`src/rtl/ra_gate_pkg.sv`:
```
package ra_gate_pkg;
  localparam int CTR_W = 2;
  localparam logic [CTR_W-1:0] CTR_INIT = 2'd2;
  localparam logic [CTR_W-1:0] CTR_MAX  = 2'd3;

  typedef struct packed {
    logic ctrInc;
    logic ctrDec;
    logic boLoad;
    logic boDec;
  } gateStrobe_t;
endpackage

```
`src/rtl/ra_gate_ctrl.sv`:
```
module ra_gate_ctrl
  import ra_gate_pkg::*;
(
  input  logic        reqValid,
  input  logic        endValid,
  input  logic        endUseful,
  input  logic        retireValid,
  input  logic        reqAgree,
  input  logic        boZero,
  output gateStrobe_t strobe,
  output logic        allow
);
  always_comb begin
    strobe        = '0;
    strobe.ctrInc = endValid && endUseful;
    strobe.ctrDec = endValid && !endUseful;
    strobe.boLoad = endValid;
    strobe.boDec  = !endValid && retireValid && !boZero;
  end

  assign allow = reqValid && reqAgree && boZero;
endmodule

```
`src/rtl/ra_gate_dp.sv`:
```
module ra_gate_dp
  import ra_gate_pkg::*;
#(
  parameter int PC_W   = 32,
  parameter int IDX_W  = 4,
  parameter int PC_LSB = 2,
  parameter int CNT_W  = 10
) (
  input  logic             clk,
  input  logic             rstN,
  input  gateStrobe_t      strobe,
  input  logic [PC_W-1:0]  reqPc,
  input  logic [PC_W-1:0]  endPc,
  input  logic [CNT_W-1:0] endCount,
  output logic             reqAgree,
  output logic             boZero,
  output logic [CNT_W-1:0] boCount
);
  localparam int ENTRIES = 1 << IDX_W;

  logic [CTR_W-1:0] ctrTable [ENTRIES];
  logic [IDX_W-1:0] reqIdx;
  logic [IDX_W-1:0] endIdx;
  logic [CTR_W-1:0] endCtr;

  assign reqIdx = reqPc[PC_LSB +: IDX_W];
  assign endIdx = endPc[PC_LSB +: IDX_W];
  assign endCtr = ctrTable[endIdx];

  always_ff @(posedge clk) begin
    if (!rstN) begin
      for (int e = 0; e < ENTRIES; e++) ctrTable[e] <= CTR_INIT;
    end else if (strobe.ctrInc && endCtr != CTR_MAX) begin
      ctrTable[endIdx] <= endCtr + 1'b1;
    end else if (strobe.ctrDec && endCtr != '0) begin
      ctrTable[endIdx] <= endCtr - 1'b1;
    end
  end

  assign reqAgree = ctrTable[reqIdx][CTR_W-1];

  always_ff @(posedge clk) begin
    if (!rstN)              boCount <= '0;
    else if (strobe.boLoad) boCount <= endCount;
    else if (strobe.boDec)  boCount <= boCount - 1'b1;
  end

  assign boZero = (boCount == '0);
endmodule

```
`src/rtl/ra_entry_gate.sv`:
```
module ra_entry_gate
  import ra_gate_pkg::*;
#(
  parameter int PC_W   = 32,
  parameter int IDX_W  = 4,
  parameter int PC_LSB = 2,
  parameter int CNT_W  = 10
) (
  input  logic             clk,
  input  logic             rstN,
  input  logic             reqValid,
  input  logic [PC_W-1:0]  reqPc,
  output logic             allow,
  input  logic             endValid,
  input  logic [PC_W-1:0]  endPc,
  input  logic             endUseful,
  input  logic [CNT_W-1:0] endCount,
  input  logic             retireValid
);
  gateStrobe_t      strobe;
  logic             reqAgree;
  logic             boZero;
  logic [CNT_W-1:0] boCount;

  ra_gate_ctrl u_ctrl (
    .reqValid    (reqValid),
    .endValid    (endValid),
    .endUseful   (endUseful),
    .retireValid (retireValid),
    .reqAgree    (reqAgree),
    .boZero      (boZero),
    .strobe      (strobe),
    .allow       (allow)
  );

  ra_gate_dp #(
    .PC_W(PC_W), .IDX_W(IDX_W), .PC_LSB(PC_LSB), .CNT_W(CNT_W)
  ) u_dp (
    .clk      (clk),
    .rstN     (rstN),
    .strobe   (strobe),
    .reqPc    (reqPc),
    .endPc    (endPc),
    .endCount (endCount),
    .reqAgree (reqAgree),
    .boZero   (boZero),
    .boCount  (boCount)
  );
endmodule

```
`config.mk`:
```
export PLATFORM = sky130hd
export DESIGN_NAME = ra_entry_gate
export DESIGN_NICKNAME = d
export VERILOG_FILES = /design/src/rtl/ra_gate_pkg.sv /design/src/rtl/ra_gate_ctrl.sv /design/src/rtl/ra_gate_dp.sv /design/src/rtl/ra_entry_gate.sv
export SDC_FILE = /design/constraint.sdc
export NUM_CORES = 1
export LEC_CHECK = 0
export BUFFER_PORTS_ARGS = -buffer_cell sky130_fd_sc_hd__buf_2
export CAP_MARGIN = 20
export CORE_MARGIN = 1
export CORE_UTILIZATION = 55
export CTS_CLUSTER_DIAMETER = 50
export DETAILED_ROUTE_END_ITERATION = 16
export PLACE_DENSITY = 0.82
export SETUP_SLACK_MARGIN = 0.05
export SKIP_LAST_GASP = 1
export SYNTH_ARGS = -nofsm -noshare
export SYNTH_HDL_FRONTEND = slang
export SYNTH_HIERARCHICAL = 1
export SYNTH_SLANG_ARGS = --single-unit
```
`constraint.sdc`:
```
create_clock -name clk -period 4.24 [get_ports clk]
set_input_delay 0.848 -clock clk [delete_from_list [all_inputs] [get_ports clk]]
set_output_delay 0.848 -clock clk [all_outputs]
set_load 0.01 [all_outputs]
```
==> results of run 1 <==
flip-flops by register name, indices dropped and copies added (netlist names):
signal / count
u_dp/boCount: 10
u_dp/ctrTable: 32
how the worst max path moves through the flow:
stage | startpoint | to | slack (ps) | cells after the start
final | endPc[2] | u_dp/ctrTable[15][1]$_SDFFCE_PN1P_ | 790 | 8
after global routing | endPc[2] | u_dp/ctrTable[14][0]$_SDFFCE_PN0P_ | 590 | 8
after CTS | endPc[2] | u_dp/ctrTable[14][0]$_SDFFCE_PN0P_ | 800 | 8
after detailed placement | endPc[2] | u_dp/ctrTable[14][0]$_SDFFCE_PN0P_ | 490 | 8
after global placement | endPc[2] | u_dp/ctrTable[7][0]$_SDFFCE_PN0P_ | 530 | 8
after floorplan | endPc[3] | u_dp/ctrTable[0][0]$_SDFFCE_PN0P_ | 1290 | 9
logic make-up (layout without fill, tap and decap cells):
group | count (synthesis) | count (layout) | share of synthesized area
simple gates | 106 | 106 | 0.211
xor+xnor | 9 | 9 | 0.0309
fa+ha+maj | 1 | 1 | 0.00490
flops | 42 | 42 | 0.455
mux | 13 | 13 | 0.118
compound gates | 35 | 35 | 0.136
buf+inv | 20 | 39 | 0.0446
routing by layer:
layer,wire length [um],vias up
met2,2640,91
met3,407,8
li1,-,895
met4,103,0
met1,2320,887
met5,0,-
cell usage after synthesis (all sizes together), types with 2 or more instances:
library cell / number / area, um2
nand4: 11 / 68.8
inv: 4 / 15.0
a21oi: 5 / 28.8
and2: 10 / 63.8
xnor2: 7 / 61.3
dfxtp: 10 / 200
or2: 2 / 12.5
nor3: 2 / 15.0
nand2b: 5 / 31.3
a22oi: 2 / 20.0
mux4: 13 / 300
nor2: 27 / 101
nand2: 28 / 108
edfxtp: 32 / 961
buf: 7 / 65.1
nor4: 2 / 12.5
xor2: 2 / 17.5
o41ai: 16 / 215
o21ai: 7 / 35.0
nand3: 6 / 30.0
clkbuf: 9 / 33.8
nor2b: 6 / 37.5
and3: 2 / 12.5
worst register-to-register path, stage by stage, from the launching register on:
cell	delay, ps
edfxtp_1	400
mux4_2	480
nand2_1	140
nand4_1	260
a21oi_2	190
nor2_1	210
buf_4	250
o41ai_1	550
metrics by stage:
step | total power, mW | util | worst slack [ps] | hold WS (ps) | cells
final | 0.903 | 0.626 | 786 | 629 | 297
after global routing | 0.938 | 0.626 | 588 | 674 | 297
after CTS | 0.908 | 0.626 | 801 | 635 | 297
after detailed placement | 0.623 | 0.603 | 488 | 622 | 289
after global placement | 0.618 | 0.603 | 530 | 613 | 289
after floorplan | 0.586 | - | 1290 | 592 | 226
power by group through the flow:
| stage | Combinational (mW) | Sequential, mW | Clock [mW] |
|---|---|---|---|
| floorplan | 0.114 | 0.471 | 0 |
| global placement | 0.145 | 0.473 | 0 |
| detailed placement | 0.149 | 0.474 | 0 |
| CTS | 0.149 | 0.465 | 0.294 |
| global route | 0.165 | 0.467 | 0.306 |
| finish | 0.151 | 0.465 | 0.287 |
cell type report:
type	count	area, um2
Fill cell	350	1650
Multi-Input combinational cell	164	1280
Sequential cell	42	1160
Timing Repair Buffer	27	143
Clock buffer	8	101
Tap cell	52	65.1
Inverter	4	15.0
==> results by group, run 1 <==
Logic synthesis
  • Seq/Total Area, Yosys: 0.455
  • Post-synth cell types: 43
  • Synth warn: 6
  • Post-synth EDFFs: 32
  • Avg Inst Size Synth: 11.3 um2
  • Mapped cell area: 2550 um2
  • FFs w/ async S/R, synth: 0
  • Synthesized instance count: 226
  • Ys flop type: edfxtp_1
  • #FFs+latches synth: 42
  • Syn Nets: 307

Global routing
  • Initial antenna violation count: 0
  • Vias in the first global route: 1823
  • Met1 Usage GRT: 0.340
  • Wire length of the first global-routing pass: 8920 um
  • Gr busiest metal: met2
  • Met3 Track Usage GR: 0.0462
  • Final global-route overflow total: 0
  • Total GRT Usage: 0.243
  • Largest net degree at the start of global routing: 43
  • Met2 usage in global routing: 0.369

Floorplan
  • Die Width: 70.1 um
  • Starting Density: 0.578
  • Die outline height: 70.1 um
  • Core Footprint: 4410 um2
  • Die ar.: 4920 um2
  • Num rows: 24
  • Top-Level Pins: 81

Timing
  • Clock skew: 8.90 ps
  • Final setup violation count: 0
  • RSZ-0062 raised after global routing: false
  • Final setup TNS: 0 ps
  • Min cycle time layout: 3450 ps
  • Hold Vio Cnt, Final: 0
  • Fmax achieved: 290 MHz
  • Final period util: 0.815
  • Slew HR: 0.319
  • Slew of the pin with the lowest slew margin: 1020 ps
  • Slew Limit Fails: 0

CTS
  • CTS tree: yes
  • Cts hold-fix bufs: 0
  • Post-cts gate resize count: 0
  • Inserted Clock Buffers: 5
  • Root buffer cell: clkbuf_8
  • H-tree levels: 2
  • Clock Sinks: 42
  • Clk slew on worst S/H paths: 80 ps
  • Worst skew pair latency: 290 ps
  • Post-CTS Setup Repair Bufs: 0
  • Clock Path Buffers: 2

Final layout
  • Fin area: 2760 um2
  • Share of layout cells above drive strength 1: 0.261
  • Leading cell types in the layout, fill and taps excluded: 32 x edfxtp_1, 27 x nand2_1, 27 x nor2_1
  • Area Growth Syn to Fin: 8.24%
  • Antenna cells: 0
  • Commonest non-fill, non-tap cell in the layout: edfxtp_1
  • Final nets: 325

Placed design
  • Placed inst area: 2660 um2
  • RePlAce Congestion: 0.919
  • Port bufs: 24
  • DP Wirelength: 3890 um

Worst hold path
  • Hold path cells: 4
  • Hold Crit Start: u_dp/boCount[4]$_SDFFE_PN0P_
  • Worst hold path endpoint: u_dp/boCount[4]$_SDFFE_PN0P_
  • Hold Crit Class: flop to flop

Setup path
  • Worst-path maximum fanout: 17
  • Crit end category: flop
  • Required time worst endpoint: 4170 ps
  • R2r endpoint: u_dp/ctrTable[15][1]$_SDFFCE_PN1P_
  • R2R depth: 7
  • Slowest stage delay, CP: 630 ps
  • CP delay by family, top: compound AO/OA/AOI/OAI gates
  • Crit path buf inv count: 2
  • Startpoint Class: input pin
  • Crit path cell chain: buf_2 > mux4_1 > a22oi_1 > nand2_2 > a21oi_2 > nor2_1 > buf_4 > o41ai_1
  • R2R setup slack: 1400 ps
  • Crit Reg-Reg Startpoint: u_dp/ctrTable[15][1]$_SDFFCE_PN1P_
  • Critical Path AT: 3380 ps
  • Setup CP Type: input pin to flop
  • Critical-path top delay cell: mux4_1

Pwr
  • PD cells: 327 nW/um2
  • Sw power: 0.238 mW
  • Cell Int Power: 0.665 mW
  • Leak pwr: 0.907 nW
  • Clk pwr share: 0.318
  • Combinational power share: 0.167
  • Share of total power in sequential cells: 0.514
  • VDD IR max: 0.000173 V
  • Switching portion of total power: 0.263

Route
  • DR iter-0 viols: 160
  • Average wire per standard cell: 18.4 um
  • # DRC: 0
  • ANT nets after route: 0
  • Vias: 1881
  • Vias per cell: 6.33
  • Final Routed Wirelength: 5470 um
  • 1st-pass router iterations: 4

Run
  • Max Cap Viol: 0

Run status
  • Outcome: completed
Note: power is estimated with default switching activity, not from simulation.
==> run 2: changes to the inputs <==
--- a/config.mk
+++ b/config.mk
@@ -5,13 +5,14 @@
 export SDC_FILE = /design/constraint.sdc
 export NUM_CORES = 1
 export LEC_CHECK = 0
+export ABC_AREA = 1
 export BUFFER_PORTS_ARGS = -buffer_cell sky130_fd_sc_hd__buf_2
 export CAP_MARGIN = 20
 export CORE_MARGIN = 1
-export CORE_UTILIZATION = 55
+export CORE_UTILIZATION = 53
 export CTS_CLUSTER_DIAMETER = 50
 export DETAILED_ROUTE_END_ITERATION = 16
-export PLACE_DENSITY = 0.82
+export PLACE_DENSITY = 0.78
 export SETUP_SLACK_MARGIN = 0.05
 export SKIP_LAST_GASP = 1
 export SYNTH_ARGS = -nofsm -noshare
==> constraint.sdc (replaced) <==
create_clock -name clk -period 3.23 [get_ports clk]
set_input_delay 0.646 -clock clk [delete_from_list [all_inputs] [get_ports clk]]
set_output_delay 0.646 -clock clk [all_outputs]
set_load 0.01 [all_outputs]
==> run 2 against run 1 <==
Net effect:
- worst hold slack worse by 120 ps
- synthesized cell count increased by 77%
- routed wire length rose by 16%
- clock skew shrank 2.8 ps
- clock power grew 80%
- cell area grew 14%
- area after synthesis increased by 13%
- critical path depth increased by 1
- global-route usage down 0.19 points
- total power rose by 51%
- die area increased by 16%
- utilization down 1.9 points
- highest routed layer unchanged
==> results by group, run 2 <==
Run status
  • Outcome: completed (unchanged)

Timing
  • Hold Vio Cnt, Final: 0 (unchanged)
  • PnR worst setup slack: 520 ps (was 786 ps)
  • RSZ-0062 raised after global routing: false (unchanged)
  • Min cycle time layout: 2710 ps
  • Slew of the pin with the lowest slew margin: 460 ps (was 1020 ps)
  • Final setup violation count: 0 (unchanged)
  • Slew Limit Fails: 0 (unchanged)
  • Fmax achieved: 369 MHz
  • Clock skew: 6.07 ps (was 8.90 ps)
  • Final setup TNS: 0 ps (unchanged)
  • Final period util: 0.839
  • Slew HR: 0.690 (was 0.319)

Logic synthesis
  • Commonest cells post-synth: 149 x nand2_1, 49 x inv_1, 40 x nor2_1 (was 32 x edfxtp_1, 27 x nand2_1, 27 x nor2_1)
  • Avg Inst Size Synth: 7.21 um2 (was 11.3 um2)
  • Synthesized instance count: 399 (was 226)
  • Synth warn: 6 (unchanged)
  • Post-synth cell types: 31 (was 43)
  • Post-synth top area share: 0.334 (was 0.376)
  • Ys flop type: edfxtp_1 (unchanged)
  • Largest cells by area after synthesis: edfxtp_1 33%, nand2_1 19%, dfxtp_1 7.0% (was edfxtp_1 38%, mux4_2 9.7%, dfxtp_1 7.8%)
  • Mapped cell area: 2880 um2 (was 2550 um2)
  • FFs w/ async S/R, synth: 0 (unchanged)
  • Post-synth EDFFs: 32 (unchanged)
  • Synth area leader: edfxtp_1 (unchanged)
  • Syn Nets: 480 (was 307)
  • Seq/Total Area, Yosys: 0.404 (was 0.455)
  • #FFs+latches synth: 42 (unchanged)
  • Top-count cell post-synth: nand2_1 (was edfxtp_1)

Pwr
  • Leak pwr: 1.53 nW (was 0.907 nW)
  • Power Total: 1.37 mW (was 0.903 mW)
  • PD cells: 436 nW/um2 (was 327 nW/um2)
  • VDD IR max: 0.000256 V (was 0.000173 V)

Setup path
  • Crit end category: primary output (was flop)
  • Required time worst endpoint: 2580 ps (was 4170 ps)
  • Critical Path AT: 2060 ps (was 3380 ps)
  • Worst-path maximum fanout: 12 (was 17)
  • Startpoint Class: input pin (unchanged)
  • Setup CP Type: input pin to primary output (was input pin to flop)
  • R2R setup slack: 870 ps (was 1400 ps)

CTS
  • Post-CTS Setup Repair Bufs: 0 (unchanged)
  • Clk slew on worst S/H paths: 80 ps (about the same)
  • Inserted Clock Buffers: 5 (unchanged)
  • H-tree levels: 2 (unchanged)
  • Worst skew pair latency: 300 ps (was 290 ps)
  • Clock Sinks: 42 (unchanged)
  • CTS tree: yes (unchanged)
  • Cts hold-fix bufs: 0 (unchanged)
  • Root buffer cell: clkbuf_8 (unchanged)
  • Clock Path Buffers: 2 (unchanged)
  • Post-cts gate resize count: 0 (unchanged)

Route
  • Vias per cell: 5.13 (was 6.33)
  • DR iter-0 viols: 175 (was 160)
  • Average wire per standard cell: 13.0 um (was 18.4 um)
  • Vias: 2509 (was 1881)
  • Final Routed Wirelength: 6360 um (was 5470 um)
  • 1st-pass router iterations: 4 (unchanged)
  • # DRC: 0 (unchanged)
  • ANT nets after route: 0 (unchanged)

Floorplan
  • Num rows: 26 (was 24)
  • Die ar.: 5720 um2 (was 4920 um2)
  • Die outline height: 75.7 um (was 70.1 um)
  • Die Width: 75.7 um (was 70.1 um)
  • Core Footprint: 5170 um2 (was 4410 um2)
  • Top-Level Pins: 81 (unchanged)
  • Starting Density: 0.556 (was 0.578)

Global routing
  • Vias in the first global route: 2359 (was 1823)
  • Initial antenna violation count: 0 (unchanged)
  • Largest net degree at the start of global routing: 24 (was 43)
  • Total GRT Usage: 0.241 (was 0.243)
  • Wire length of the first global-routing pass: 10000 um (was 8920 um)
  • Final global-route overflow total: 0 (unchanged)

Final layout
  • Area Growth Syn to Fin: 9.09% (was 8.24%)
  • Antenna cells: 0 (unchanged)
  • Share of layout cells above drive strength 1: 0.167 (was 0.261)
  • Final nets: 499 (was 325)
  • Finished Layout Cells: 489 (was 297)
  • Largest Register: u_dp/ctrTable (unchanged)
  • Commonest non-fill, non-tap cell in the layout: nand2_1 (was edfxtp_1)
  • Layout Utilization: 0.606 (was 0.626)
  • Max reg flops: 32 (unchanged)
  • Largest regs: u_dp/ctrTable: 32 flops, u_dp/boCount: 10 flops (unchanged)
  • Leading cell types in the layout, fill and taps excluded: 149 x nand2_1, 49 x inv_1, 40 x nor2_1 (was 32 x edfxtp_1, 27 x nand2_1, 27 x nor2_1)

Placed design
  • Dpl cells: 481 (was 289)
  • Pre-CTS setup slack: 558 ps (was 488 ps)
  • DP Wirelength: 4510 um (was 3890 um)
  • Port bufs: 24 (unchanged)
  • RePlAce Congestion: 0.866 (was 0.919)

Run
  • Max Cap Viol: 0 (unchanged)

Worst hold path
  • Hold Crit Class: flop to flop (unchanged)
[run 2: area by class of cell]
| type | count | area [um2] |
|---|---|---|
| clock buffers | 6 | 82.6 |
| repair buffers | 26 | 135 |
| multi-input cells | 289 | 1410 |
| clock inverters | 2 | 60.1 |
| well taps | 70 | 87.6 |
| flip-flops and latches | 42 | 1160 |
| inverters | 54 | 204 |
| fillers | 458 | 2040 |
[run 2: path summary, 6_finish.rpt]
kind | end | depth (start not counted) | start
max | allow | 9 | reqPc[2]
min | u_dp/boCount[7]$_SDFFE_PN0P_ | 2 | u_dp/boCount[7]$_SDFFE_PN0P_
max reg2reg | u_dp/boCount[8]$_SDFFE_PN0P_ | 13 | u_dp/boCount[0]$_SDFFE_PN0P_
min reg2reg | u_dp/boCount[7]$_SDFFE_PN0P_ | 2 | u_dp/boCount[7]$_SDFFE_PN0P_
[run 2: through the flow]
stage | hold WS (ps) | cell area (um2)
finish | 505 | 3140
global route | 556 | 3140
CTS | 503 | 3140
detailed placement | 492 | 2990
global placement | 493 | 2990
floorplan | 474 | 2880
[run 2: report_power, final]
part | leakage [nW] | internal [mW] | switching, mW | total [mW]
sequential | 0.370 | 0.600 | 0.0115 | 0.612
clock | 0.0714 | 0.330 | 0.188 | 0.518
combinational | 1.09 | 0.0698 | 0.169 | 0.239
[run 2: worst max-delay path, cell delays in order]
cell     delay, ps
buf_2          190
a21oi_1        160
o21ai_0        100
o21ai_0        100
o21ai_0        110
o21ai_0        400
nand2_1        120
nor2_1         100
buf_2          130
[run 2: cell families (layout without fill, tap and decap cells)]
| family | after synthesis | after routing | synth area share |
|---|---|---|---|
| muxes | 4 | 4 | 0.0139 |
| xor gates and xnor gates | 3 | 3 | 0.00914 |
| adders and majority gates | 1 | 1 | 0.00435 |
| buffers and inverters | 68 | 88 | 0.107 |
| DFF | 42 | 42 | 0.404 |
| AOI/OAI and AO/OA | 48 | 48 | 0.0918 |
| and+or+nand+nor | 233 | 233 | 0.370 |
[run 2: routing by layer]
layer / wire [um] / vias to the layer above / GRT usage
met4: 116 / 0 / 0.103
met5: 0 / - / 0
met2: 3240 / 71 / 0.452
met3: 273 / 15 / 0.0344
met1: 2730 / 1136 / 0.272
li1: - / 1287 / -
==> run 3: changes to the inputs <==
==> constraint.sdc (replaced) <==
create_clock -name clk -period 2.7 [get_ports clk]
set_input_delay 0.54 -clock clk [delete_from_list [all_inputs] [get_ports clk]]
set_output_delay 0.54 -clock clk [all_outputs]
set_load 0.01 [all_outputs]
==> run 3 against run 2 <==
Net effect:
- sequential power is 20% higher
- die area stayed put
- via count is 0.20% lower
- largest cell class unchanged
- worst hold slack hardly changed
- clock power is 23% lower
- non-clock buffer count is 1 higher
- sequential cell count stayed put
- highest routed layer unchanged
- worst setup slack worse by 290 ps
- cell count is 0.20% higher
- routed wire length is 1.8% lower
==> results by group, run 3 (synthesis results as in run 2) <==
Run status
  • Outcome: completed (unchanged)

Timing
  • Final setup violation count: 0 (unchanged)
  • RSZ-0062 raised after global routing: false (unchanged)
  • Hold Vio Cnt, Final: 0 (unchanged)
  • WHS: 505 ps (about the same)
  • Slew of the pin with the lowest slew margin: 456 ps (was 460 ps)
  • Clock skew: 8.76 ps (was 6.07 ps)
  • Slew HR: 0.693 (was 0.690)
  • Final setup TNS: 0 ps (unchanged)
  • Slew Limit Fails: 0 (unchanged)
  • Final period util: 0.914
  • Fmax achieved: 405 MHz
  • Min cycle time layout: 2470 ps

Setup path
  • Crit Reg-Reg Startpoint: u_dp/boCount[0]$_SDFFE_PN0P_ (unchanged)
  • Critical Path AT: 1930 ps (was 2060 ps)
  • Crit end category: primary output (unchanged)
  • Startpoint Class: input pin (unchanged)
  • Setup CP Type: input pin to primary output (unchanged)
  • Crit. Startpoint: reqPc[2] (unchanged)
  • R2R depth: 13 (unchanged)
  • Required time worst endpoint: 2160 ps (was 2580 ps)
  • Worst-path maximum fanout: 12 (unchanged)

Route
  • ANT nets after route: 0 (unchanged)
  • Average wire per standard cell: 12.7 um (was 13.0 um)
  • # DRC: 0 (unchanged)
  • Vias per cell: 5.11 (was 5.13)
  • Vias: 2504 (was 2509)
  • DR iter-0 viols: 156 (was 175)
  • Final Routed Wirelength: 6240 um (was 6360 um)
  • 1st-pass router iterations: 5 (was 4)

CTS
  • Clock Path Buffers: 2 (unchanged)
  • Clock Sinks: 42 (unchanged)
  • Worst skew pair latency: 300 ps (about the same)
  • H-tree levels: 2 (unchanged)
  • CTS tree: yes (unchanged)
  • Inserted Clock Buffers: 5 (unchanged)
  • Clk slew on worst S/H paths: 80 ps (about the same)
  • Post-CTS Setup Repair Bufs: 0 (unchanged)
  • Root buffer cell: clkbuf_8 (unchanged)

Global routing
  • Wire length of the first global-routing pass: 10100 um (was 10000 um)
  • Vias in the first global route: 2417 (was 2359)
  • Largest net degree at the start of global routing: 20 (was 24)
  • Final global-route overflow total: 0 (unchanged)
  • Initial antenna violation count: 0 (unchanged)
  • Total GRT Usage: 0.238 (was 0.241)

Pwr
  • VDD IR max: 0.000280 V (was 0.000256 V)
  • Share of total power in sequential cells: 0.517 (was 0.447)
  • Combinational power share: 0.202 (was 0.174)
  • PD cells: 459 nW/um2 (was 436 nW/um2)
  • Leak pwr: 1.51 nW (was 1.53 nW)
  • Switching portion of total power: 0.307 (was 0.269)
  • Cell Int Power: 0.982 mW (was 1.00 mW)
  • Sw power: 0.435 mW (was 0.368 mW)
  • Clk pwr share: 0.282 (was 0.379)

Floorplan
  • Starting Density: 0.556 (unchanged)
  • Top-Level Pins: 81 (unchanged)
  • Die outline height: 75.7 um (unchanged)
  • Die Width: 75.7 um (unchanged)
  • Core Footprint: 5170 um2 (unchanged)
  • Die ar.: 5720 um2 (unchanged)
  • Num rows: 26 (unchanged)

Placed design
  • Port bufs: 24 (unchanged)
  • RePlAce Congestion: 0.868 (was 0.866)
  • DP Wirelength: 4520 um (was 4510 um)
  • Dpl cells: 482 (was 481)

Worst hold path
  • Hold path cells: 2 (unchanged)
  • Hold Crit Start: u_dp/boCount[7]$_SDFFE_PN0P_ (unchanged)
  • Hold Crit Class: flop to flop (unchanged)

Final layout
  • Finished Layout Cells: 490 (was 489)
  • Largest Register: u_dp/ctrTable (unchanged)
  • Filler Cells Inserted: 458 (unchanged)
  • Antenna cells: 0 (unchanged)
  • Commonest non-fill, non-tap cell in the layout: nand2_1 (unchanged)
  • Largest regs: u_dp/ctrTable: 32 flops, u_dp/boCount: 10 flops (unchanged)
  • Max reg flops: 32 (unchanged)
  • Final nets: 500 (was 499)
  • Area Growth Syn to Fin: 7.44% (was 9.09%)
  • Leading cell types in the layout, fill and taps excluded: 149 x nand2_1, 49 x inv_1, 40 x nor2_1 (unchanged)
  • Share of layout cells above drive strength 1: 0.169 (was 0.167)

Run
  • Max Cap Viol: 0 (unchanged)
## run 3: cell count changes in the layout (fill, tap and decap cells not counted)
cell and delta:
buf_4 +1, bufinv_16 -2, clkbuf_1 +1, clkbuf_8 -1
clkinv_2 +2, nor3_1 -1, nor3_2 +1
## run 3: final timing paths
kind,end,slack [ps]
worst min register to register,u_dp/boCount[7]$_SDFFE_PN0P_,500
worst max-delay path,allow,230
worst min-delay path,u_dp/boCount[7]$_SDFFE_PN0P_,500
worst max register to register,u_dp/boCount[8]$_SDFFE_PN0P_,330
## run 3: power by group through the flow
stage	clock (mW)	sequential [mW]	combinational, mW
2_1_floorplan	0	0.743	0.220
3_3_place_gp	0	0.746	0.276
3_5_place_dp	0	0.746	0.281
4_1_cts	0.402	0.732	0.282
5_1_grt	0.427	0.735	0.320
6_report	0.399	0.732	0.286
## run 3: worst max-delay path, cell delays in order
cell	delay [ps]
buf_2	240
mux2i_1	140
o211ai_1	160
o21ai_0	110
o21ai_0	390
nand2_1	110
nor2_1	100
buf_2	130
## run 3: per-layer routing
| metal | up-vias | global-route usage | routed length [um] | share of wire |
|---|---|---|---|---|
| li1 | 1287 | - | - | - |
| met1 | 1118 | 0.268 | 2610 | 0.42 |
| met2 | 83 | 0.436 | 3180 | 0.51 |
| met3 | 16 | 0.0516 | 306 | 0.049 |
| met4 | 0 | 0.101 | 141 | 0.023 |
| met5 | - | 0 | 0 | 0 |
## run 3: layout make-up
type | count | area (um2) | area share
tap | 70 | 87.6 | 0.0284
clock buffer | 6 | 72.6 | 0.0235
inverter | 54 | 204 | 0.0660
timing repair buffer | 27 | 143 | 0.0462
clock inverter | 2 | 10.0 | 0.00324
sequential | 42 | 1160 | 0.376
multi-input combinational | 289 | 1410 | 0.457
## run 3: repair_timing
action,4_1_cts,5_1_grt
setup endpoints to repair,0,1
hold buffers,0,0
gates resized for setup,0,1
## run 3: metrics by stage
step                worst slack, ps  power, mW   util  instance area [um2]
detailed placement              216       1.03  0.580                 3000
global route                    131       1.48  0.597                 3090
CTS                             204       1.42  0.596                 3080
floorplan                       624      0.963      -                 2880
finish                          233       1.42  0.597                 3090
global placement                264       1.02  0.580                 3000
